===== src/rtl/barrel_pkg.sv =====
package barrel_pkg;
   // Default geometry of the sequencer
   localparam int unsigned DEF_PROCS = 10;
   localparam int unsigned DEF_PC_W  = 18;
   localparam int unsigned DEF_ACC_W = 18;
   localparam int unsigned DEF_PH_W  = 16;
   localparam int unsigned DEF_CTX_W = DEF_PC_W + DEF_ACC_W + DEF_PH_W;
endpackage


===== src/rtl/barrel_slot_ctr.sv =====
module barrel_slot_ctr #(
   parameter int unsigned N_PROC = barrel_pkg::DEF_PROCS,
   localparam int unsigned IDX_W = (N_PROC > 1) ? $clog2(N_PROC) : 1
) (
   input  logic             clk,
   input  logic             rst,
   output logic [IDX_W-1:0] idx_o,
   output logic             major_o
);
   localparam logic [IDX_W-1:0] LAST = IDX_W'(N_PROC - 1);

   logic [IDX_W-1:0] idx_q;

   always_ff @(posedge clk) begin
      if (rst)                idx_q <= '0;
      else if (idx_q == LAST) idx_q <= '0;
      else                    idx_q <= idx_q + IDX_W'(1);
   end

   assign idx_o   = idx_q;
   assign major_o = (idx_q == '0);

   // the index wraps after the last processor
   a_r2_idx_wrap: assert property (@(posedge clk) disable iff (rst)
      (idx_q == LAST) |=> (idx_q == '0));
   // otherwise the index rises by one
   a_r2_idx_step: assert property (@(posedge clk) disable iff (rst)
      (idx_q != LAST) |=> (idx_q == $past(idx_q) + IDX_W'(1)));
   // the last processor is always followed by a major-cycle start
   a_r3_major_follows_last: assert property (@(posedge clk) disable iff (rst)
      (idx_q == LAST) |=> major_o);
endmodule


===== src/rtl/barrel_ctx_ring.sv =====
module barrel_ctx_ring #(
   parameter int unsigned N_PROC = barrel_pkg::DEF_PROCS,
   parameter int unsigned CTX_W  = barrel_pkg::DEF_CTX_W
) (
   input  logic             clk,
   input  logic             rst,
   input  logic [CTX_W-1:0] tail_wr_i,
   output logic [CTX_W-1:0] head_o
);
   logic [CTX_W-1:0] stage_q [N_PROC];

   // Each stage takes the value of the stage behind it; the tail takes the returned context
   for (genvar s = 0; s < N_PROC; s++) begin : g_stage
      if (s == N_PROC - 1) begin : g_tail
         always_ff @(posedge clk) begin
            if (rst) stage_q[s] <= '0;
            else     stage_q[s] <= tail_wr_i;
         end
      end else begin : g_body
         always_ff @(posedge clk) begin
            if (rst) stage_q[s] <= '0;
            else     stage_q[s] <= stage_q[s+1];
         end
      end
   end

   assign head_o = stage_q[0];

   // the tail holds exactly what the slot returned one clock earlier
   a_r4_tail_capture: assert property (@(posedge clk) disable iff (rst)
      1'b1 |=> (stage_q[N_PROC-1] == $past(tail_wr_i)));
   // the head advances by one stage and nothing else is altered on the way
   a_r6_head_shift: assert property (@(posedge clk) disable iff (rst)
      1'b1 |=> (stage_q[0] == $past(stage_q[1])));
endmodule


===== src/rtl/barrel_ctx_merge.sv =====
module barrel_ctx_merge #(
   parameter int unsigned PC_W  = barrel_pkg::DEF_PC_W,
   parameter int unsigned ACC_W = barrel_pkg::DEF_ACC_W,
   parameter int unsigned PH_W  = barrel_pkg::DEF_PH_W,
   localparam int unsigned CTX_W = PC_W + ACC_W + PH_W
) (
   input  logic [CTX_W-1:0] cur_ctx_i,
   input  logic [PC_W-1:0]  ret_pc_i,
   input  logic [ACC_W-1:0] ret_acc_i,
   input  logic             done_i,
   output logic [CTX_W-1:0] nxt_ctx_o
);
   logic [PH_W-1:0] cur_ph, nxt_ph;

   assign cur_ph = cur_ctx_i[PH_W-1:0];

   always_comb begin
      if (done_i) nxt_ph = '0;
      else        nxt_ph = cur_ph + PH_W'(1);
   end

   assign nxt_ctx_o = {ret_pc_i, ret_acc_i, nxt_ph};
endmodule


===== src/rtl/barrel_slot_seq.sv =====
module barrel_slot_seq #(
   parameter int unsigned N_PROC = barrel_pkg::DEF_PROCS,
   parameter int unsigned PC_W   = barrel_pkg::DEF_PC_W,
   parameter int unsigned ACC_W  = barrel_pkg::DEF_ACC_W,
   parameter int unsigned PH_W   = barrel_pkg::DEF_PH_W,
   localparam int unsigned CTX_W = PC_W + ACC_W + PH_W,
   localparam int unsigned IDX_W = (N_PROC > 1) ? $clog2(N_PROC) : 1
) (
   input  logic             clk,
   input  logic             rst,
   output logic [IDX_W-1:0] slot_idx_o,
   output logic             major_start_o,
   output logic [CTX_W-1:0] slot_ctx_o,
   input  logic [PC_W-1:0]  ret_pc_i,
   input  logic [ACC_W-1:0] ret_acc_i,
   input  logic             step_done_i
);
   initial begin
      assert (N_PROC >= 2) else $error("ring needs at least two processors");
      assert (PC_W > 0 && ACC_W > 0 && PH_W > 0) else $error("context fields must be non-empty");
   end

   logic [CTX_W-1:0] head_ctx, upd_ctx;

   barrel_slot_ctr #(.N_PROC(N_PROC)) u_ctr (
      .clk(clk), .rst(rst), .idx_o(slot_idx_o), .major_o(major_start_o)
   );

   barrel_ctx_merge #(.PC_W(PC_W), .ACC_W(ACC_W), .PH_W(PH_W)) u_merge (
      .cur_ctx_i(head_ctx), .ret_pc_i(ret_pc_i), .ret_acc_i(ret_acc_i),
      .done_i(step_done_i), .nxt_ctx_o(upd_ctx)
   );

   barrel_ctx_ring #(.N_PROC(N_PROC), .CTX_W(CTX_W)) u_ring (
      .clk(clk), .rst(rst), .tail_wr_i(upd_ctx), .head_o(head_ctx)
   );

   assign slot_ctx_o = head_ctx;

   // the first clock after reset has processor 0 in the slot
   a_r1_reset_idx: assert property (@(posedge clk) disable iff (rst)
      $past(rst) |-> (slot_idx_o == '0));
   // the pulse lasts a single clock
   a_r3_major_single: assert property (@(posedge clk) disable iff (rst)
      major_start_o |=> !major_start_o);
   // the pulse only appears at processor 0
   a_r3_major_at_zero: assert property (@(posedge clk) disable iff (rst)
      major_start_o |-> (slot_idx_o == '0));
endmodule


===== config.mk =====
export PLATFORM = sky130hd
export DESIGN_NAME = barrel_slot_seq
export DESIGN_NICKNAME = d
export VERILOG_FILES = /design/src/rtl/barrel_pkg.sv /design/src/rtl/barrel_slot_ctr.sv /design/src/rtl/barrel_ctx_ring.sv /design/src/rtl/barrel_ctx_merge.sv /design/src/rtl/barrel_slot_seq.sv
export SDC_FILE = /design/constraint.sdc
export NUM_CORES = 1
export LEC_CHECK = 0
export CORE_ASPECT_RATIO = 1.2
export CORE_UTILIZATION = 40
export CTS_CLUSTER_DIAMETER = 30
export DETAILED_ROUTE_END_ITERATION = 7
export HOLD_SLACK_MARGIN = 0.15
export SLEW_MARGIN = 10
export SYNTH_ARGS = -nofsm -noshare
export SYNTH_HDL_FRONTEND = slang
export SYNTH_SLANG_ARGS = --single-unit

===== constraint.sdc =====
create_clock -name clk -period 1.5 [get_ports clk]
set_input_delay 0.15 -clock clk [delete_from_list [all_inputs] [get_ports clk]]
set_output_delay 0.15 -clock clk [all_outputs]
set_load 0.05 [all_outputs]

==> summary.md <==
| Metric | Value |
|---|---|
| Status | finished, violations left |
| Failing checks | negative setup slack |
| Async SR Flop Fraction | 0% |
| Non-Filler Instances | 1,883 |
| IO Count | 96 |
| Slew margin rel. | 73.23% |
| Worst path top cell family by delay | flip-flops |
| Least-Margin Pin Slew | 0.4001 ns |
| Remaining global-route overflow | 0 |
| Clock Root Buffer | clkbuf_16 |
| Final core occ | 53.13% |
| Clock tree from TritonCTS | built |
| Site Rows | 76 |
| Largest stage delay, worst path | 0.32 ns |
| Min cycle time layout | 1.647 ns |
| Post-place setup slack | 0.03062 ns |
| Hold crit path type | input pin to flop |
| Setup violators final | 1 |
| DRT antenna net count | 0 |
| Nets | 1,393 |
| Area contributors post-synth | dfxtp_1, nor2b_1, buf_4 |
| Total core area | 36,130 sq um |
| DR WL/cell | 10.27 um |
| Slew Limit Fails | 0 |
| Overall global routing resource usage | 10.58% |
| Final hold viol count | 0 |
| Worst setup EP type | output pin |
| Synth Register Bits | 524 |
| Area growth from synthesis to layout | 29.76% |
| Setup_tns | -0.1472 ns |
| Clock Latency Late Sink | 0.57 ns |
| DR vias/cell | 3.938 |
| Clock slew at reported path FFs | 0.05 ns |
| Sequential share of the synthesized area | 70.90% |
| Die area | 37,760 sq um |
| Clock Sinks | 524 |
| Post-route cell area | 19,200 sq um |
| Crit path launch type | flop |
| Placed Area | 15,980 sq um |
| Routed via count | 7,416 |
| RSZ-0062 raised after global routing | true |
| Starting DRT DRC Count | 273 |
| Die Y | 212.7 um |
| Critical path arrival | 1.50 ns |
| Primary FF master, synth | dfxtp_1 |
| Power per Cell Area | 1726 nW/um^2 |
| WP depth | 4 |
| Placer Congestion | 0.7559 |
| H-tree depth | 3 |
| Num CTS Buffers | 78 |
| Reg2reg path depth | 4 |
| Peak supply drop | 784.5 uV |
| Post-synth top area share | 70.90% |
| Drt first pass iters | 4 |
| Avg Synthesized Cell Area | 12.10 sq um |
| PnR worst setup slack | -0.1472 ns |
| Type of the worst setup path | flop to output pin |
| Post-synth EDFFs | 0 |
| Hpwl dp | 10.36 mm |
| Mapped cell area | 14,800 sq um |
| Ys Warns | 0 |
| Fraction of layout cells with a size suffix above 1 | 17.03% |
| Required time worst endpoint | 1.35 ns |
| Max Cap Viol | 0 |
| DRC viols | 0 |
| Initial antenna violation count | 1 |
| RR Startpoint | u_ring.stage_q[0][0]$_SDFF_PP0_ |
| Port Buffers | 95 |
| Hold Path Depth | 2 |
| Crit path from | u_ctr.idx_o[1]$_SDFF_PP0_ |
| Syn Inst Count | 1,223 |
| Placed cells | 1,696 |
| DRT Wirelength | 19.34 mm |
| Post-synth cell types | 32 |
| Area leader, netlist | dfxtp_1 |
| Worst-case clock buffer depth | 3 |
| HP Start | ret_acc_i[2] |
| Crit-path slowest cell | dfxtp_2 |
| WP buf/inv | 2 |
| Inserted Diodes | 0 |
| Number of global-route vias before repair | 7,063 |
| Starting Density | 40.95% |
| Maximum fanout along the worst path | 2 |
| First-pass GRT wire length | 32.38 mm |
| Syn_nets | 1,266 |
| Fillers | 3,119 |
| CP Cell Sequence | inv_2 -> ha_4 -> nor3b_4 -> buf_12 |
| Largest net degree at the start of global routing | 97 |
| P_leak | 7.684 nW |
| Share of the clock period used by the worst path | 109.8% |
| FMAX | 0.6071 GHz |
| Clock skew | 0.01949 ns |
| Chip width | 177.6 um |
-- path summary, 6_finish.rpt --
| check | end | slack [ns] |
|---|---|---|
| max reg2reg | u_ring.stage_q[4][64]$_SDFF_PP0_ | 0.06 |
| min | u_ring.stage_q[4][70]$_SDFF_PP0_ | 0.19 |
| max | major_start_o | -0.15 |
| min reg2reg | u_ring.stage_q[3][47]$_SDFF_PP0_ | 0.42 |
-- per-stage QoR --
stage | power (W) | hold slack [ns]
after floorplan | 0.01478 | 0.2782
after global placement | 0.01500 | 0.4160
after detailed placement | 0.01501 | 0.4204
after CTS | 0.03363 | 0.1570
after global routing | 0.03438 | 0.1798
final | 0.03313 | 0.1914
-- cells in the final DEF (no fill, tap or decap), types with 3 or more instances in the layout --
cell,Yosys,final
clkbuf_16,0,80
inv_6,0,5
clkinv_4,0,9
nor2b_1,504,504
clkinv_8,0,4
a21oi_1,8,8
nor4_1,5,4
bufinv_16,0,9
clkinvlp_4,0,8
inv_8,0,3
nand3_1,8,8
clkdlybuf4s50_1,0,37
dfxtp_2,0,5
dfxtp_1,524,518
o31ai_1,3,3
inv_1,5,3
dlygate4sd3_1,0,36
buf_12,0,18
mux2i_1,4,4
clkinv_2,0,11
clkbuf_8,0,7
buf_4,52,65
o21ai_0,3,3
nand2_1,9,9
or3_1,5,5
clkbuf_1,58,7
or4_1,3,3
nor2_1,6,6
-- registers in the layout (all words and copies together) (netlist names) --
name / count
u_ring.stage_q: 520
u_ctr.idx_o: 4
-- cell families (layout without fill, tap and decap cells) --
group                      count (synthesis)  after routing  share of synthesized area, %
AOI/OAI and AO/OA                         16             16                        0.6342
xor gates and xnor gates                   3              3                        0.1776
adders and majority gates                  4              4                        0.3383
buffers and inverters                    116            308                         4.271
DFF                                      524            524                         70.90
muxes                                      4              4                        0.2706
and+or+nand+nor                          556            556                         23.41
-- cells in the mapped netlist (4+ instances only) --
master,count
nand2_1,9
nor4_1,5
or3_1,5
dfxtp_1,524
ha_1,4
nand3_1,8
nor2b_1,504
a21oi_1,8
clkbuf_1,58
mux2i_1,4
buf_4,52
nor2_1,6
inv_1,5
-- power by group --
group,switching (W),internal [W]
Combinational,0.000338,0.000340
Clock,0.00644,0.0119
Sequential,0.0000357,0.0141
-- layer usage --
metal,track usage [%],vias to the layer above,wire length (um),part of all wire [%]
li1,-,3970,-,-
met1,12.90,3225,9063,47
met2,16.22,160,8563,44
met3,3.561,61,1088,5.6
met4,6.189,0,626,3.2
met5,0,-,0,0
-- what timing repair did --
action | 4_1_cts | 5_1_grt
setup buffers | 2 | 4
resized for setup | 6 | 9
endpoints found under the setup margin | 3 | 9
cloned | 0 | 0
hold buffers | 36 | 0
pin swaps | 0 | 1
hold endpoints to repair | 195 | 0
-- area by class of cell --
type	count	area, sq um	area share (%)
Sequential cell	524	10500	54.69
Multi-Input combinational cell	583	3715	19.35
Clock buffer	94	2125	11.07
Timing Repair Buffer	158	1605	8.362
Clock inverter	51	646.9	3.369
Tap cell	468	585.6	3.050
Inverter	5	21.27	0.1108
Note: power is estimated with default switching activity, not from simulation.
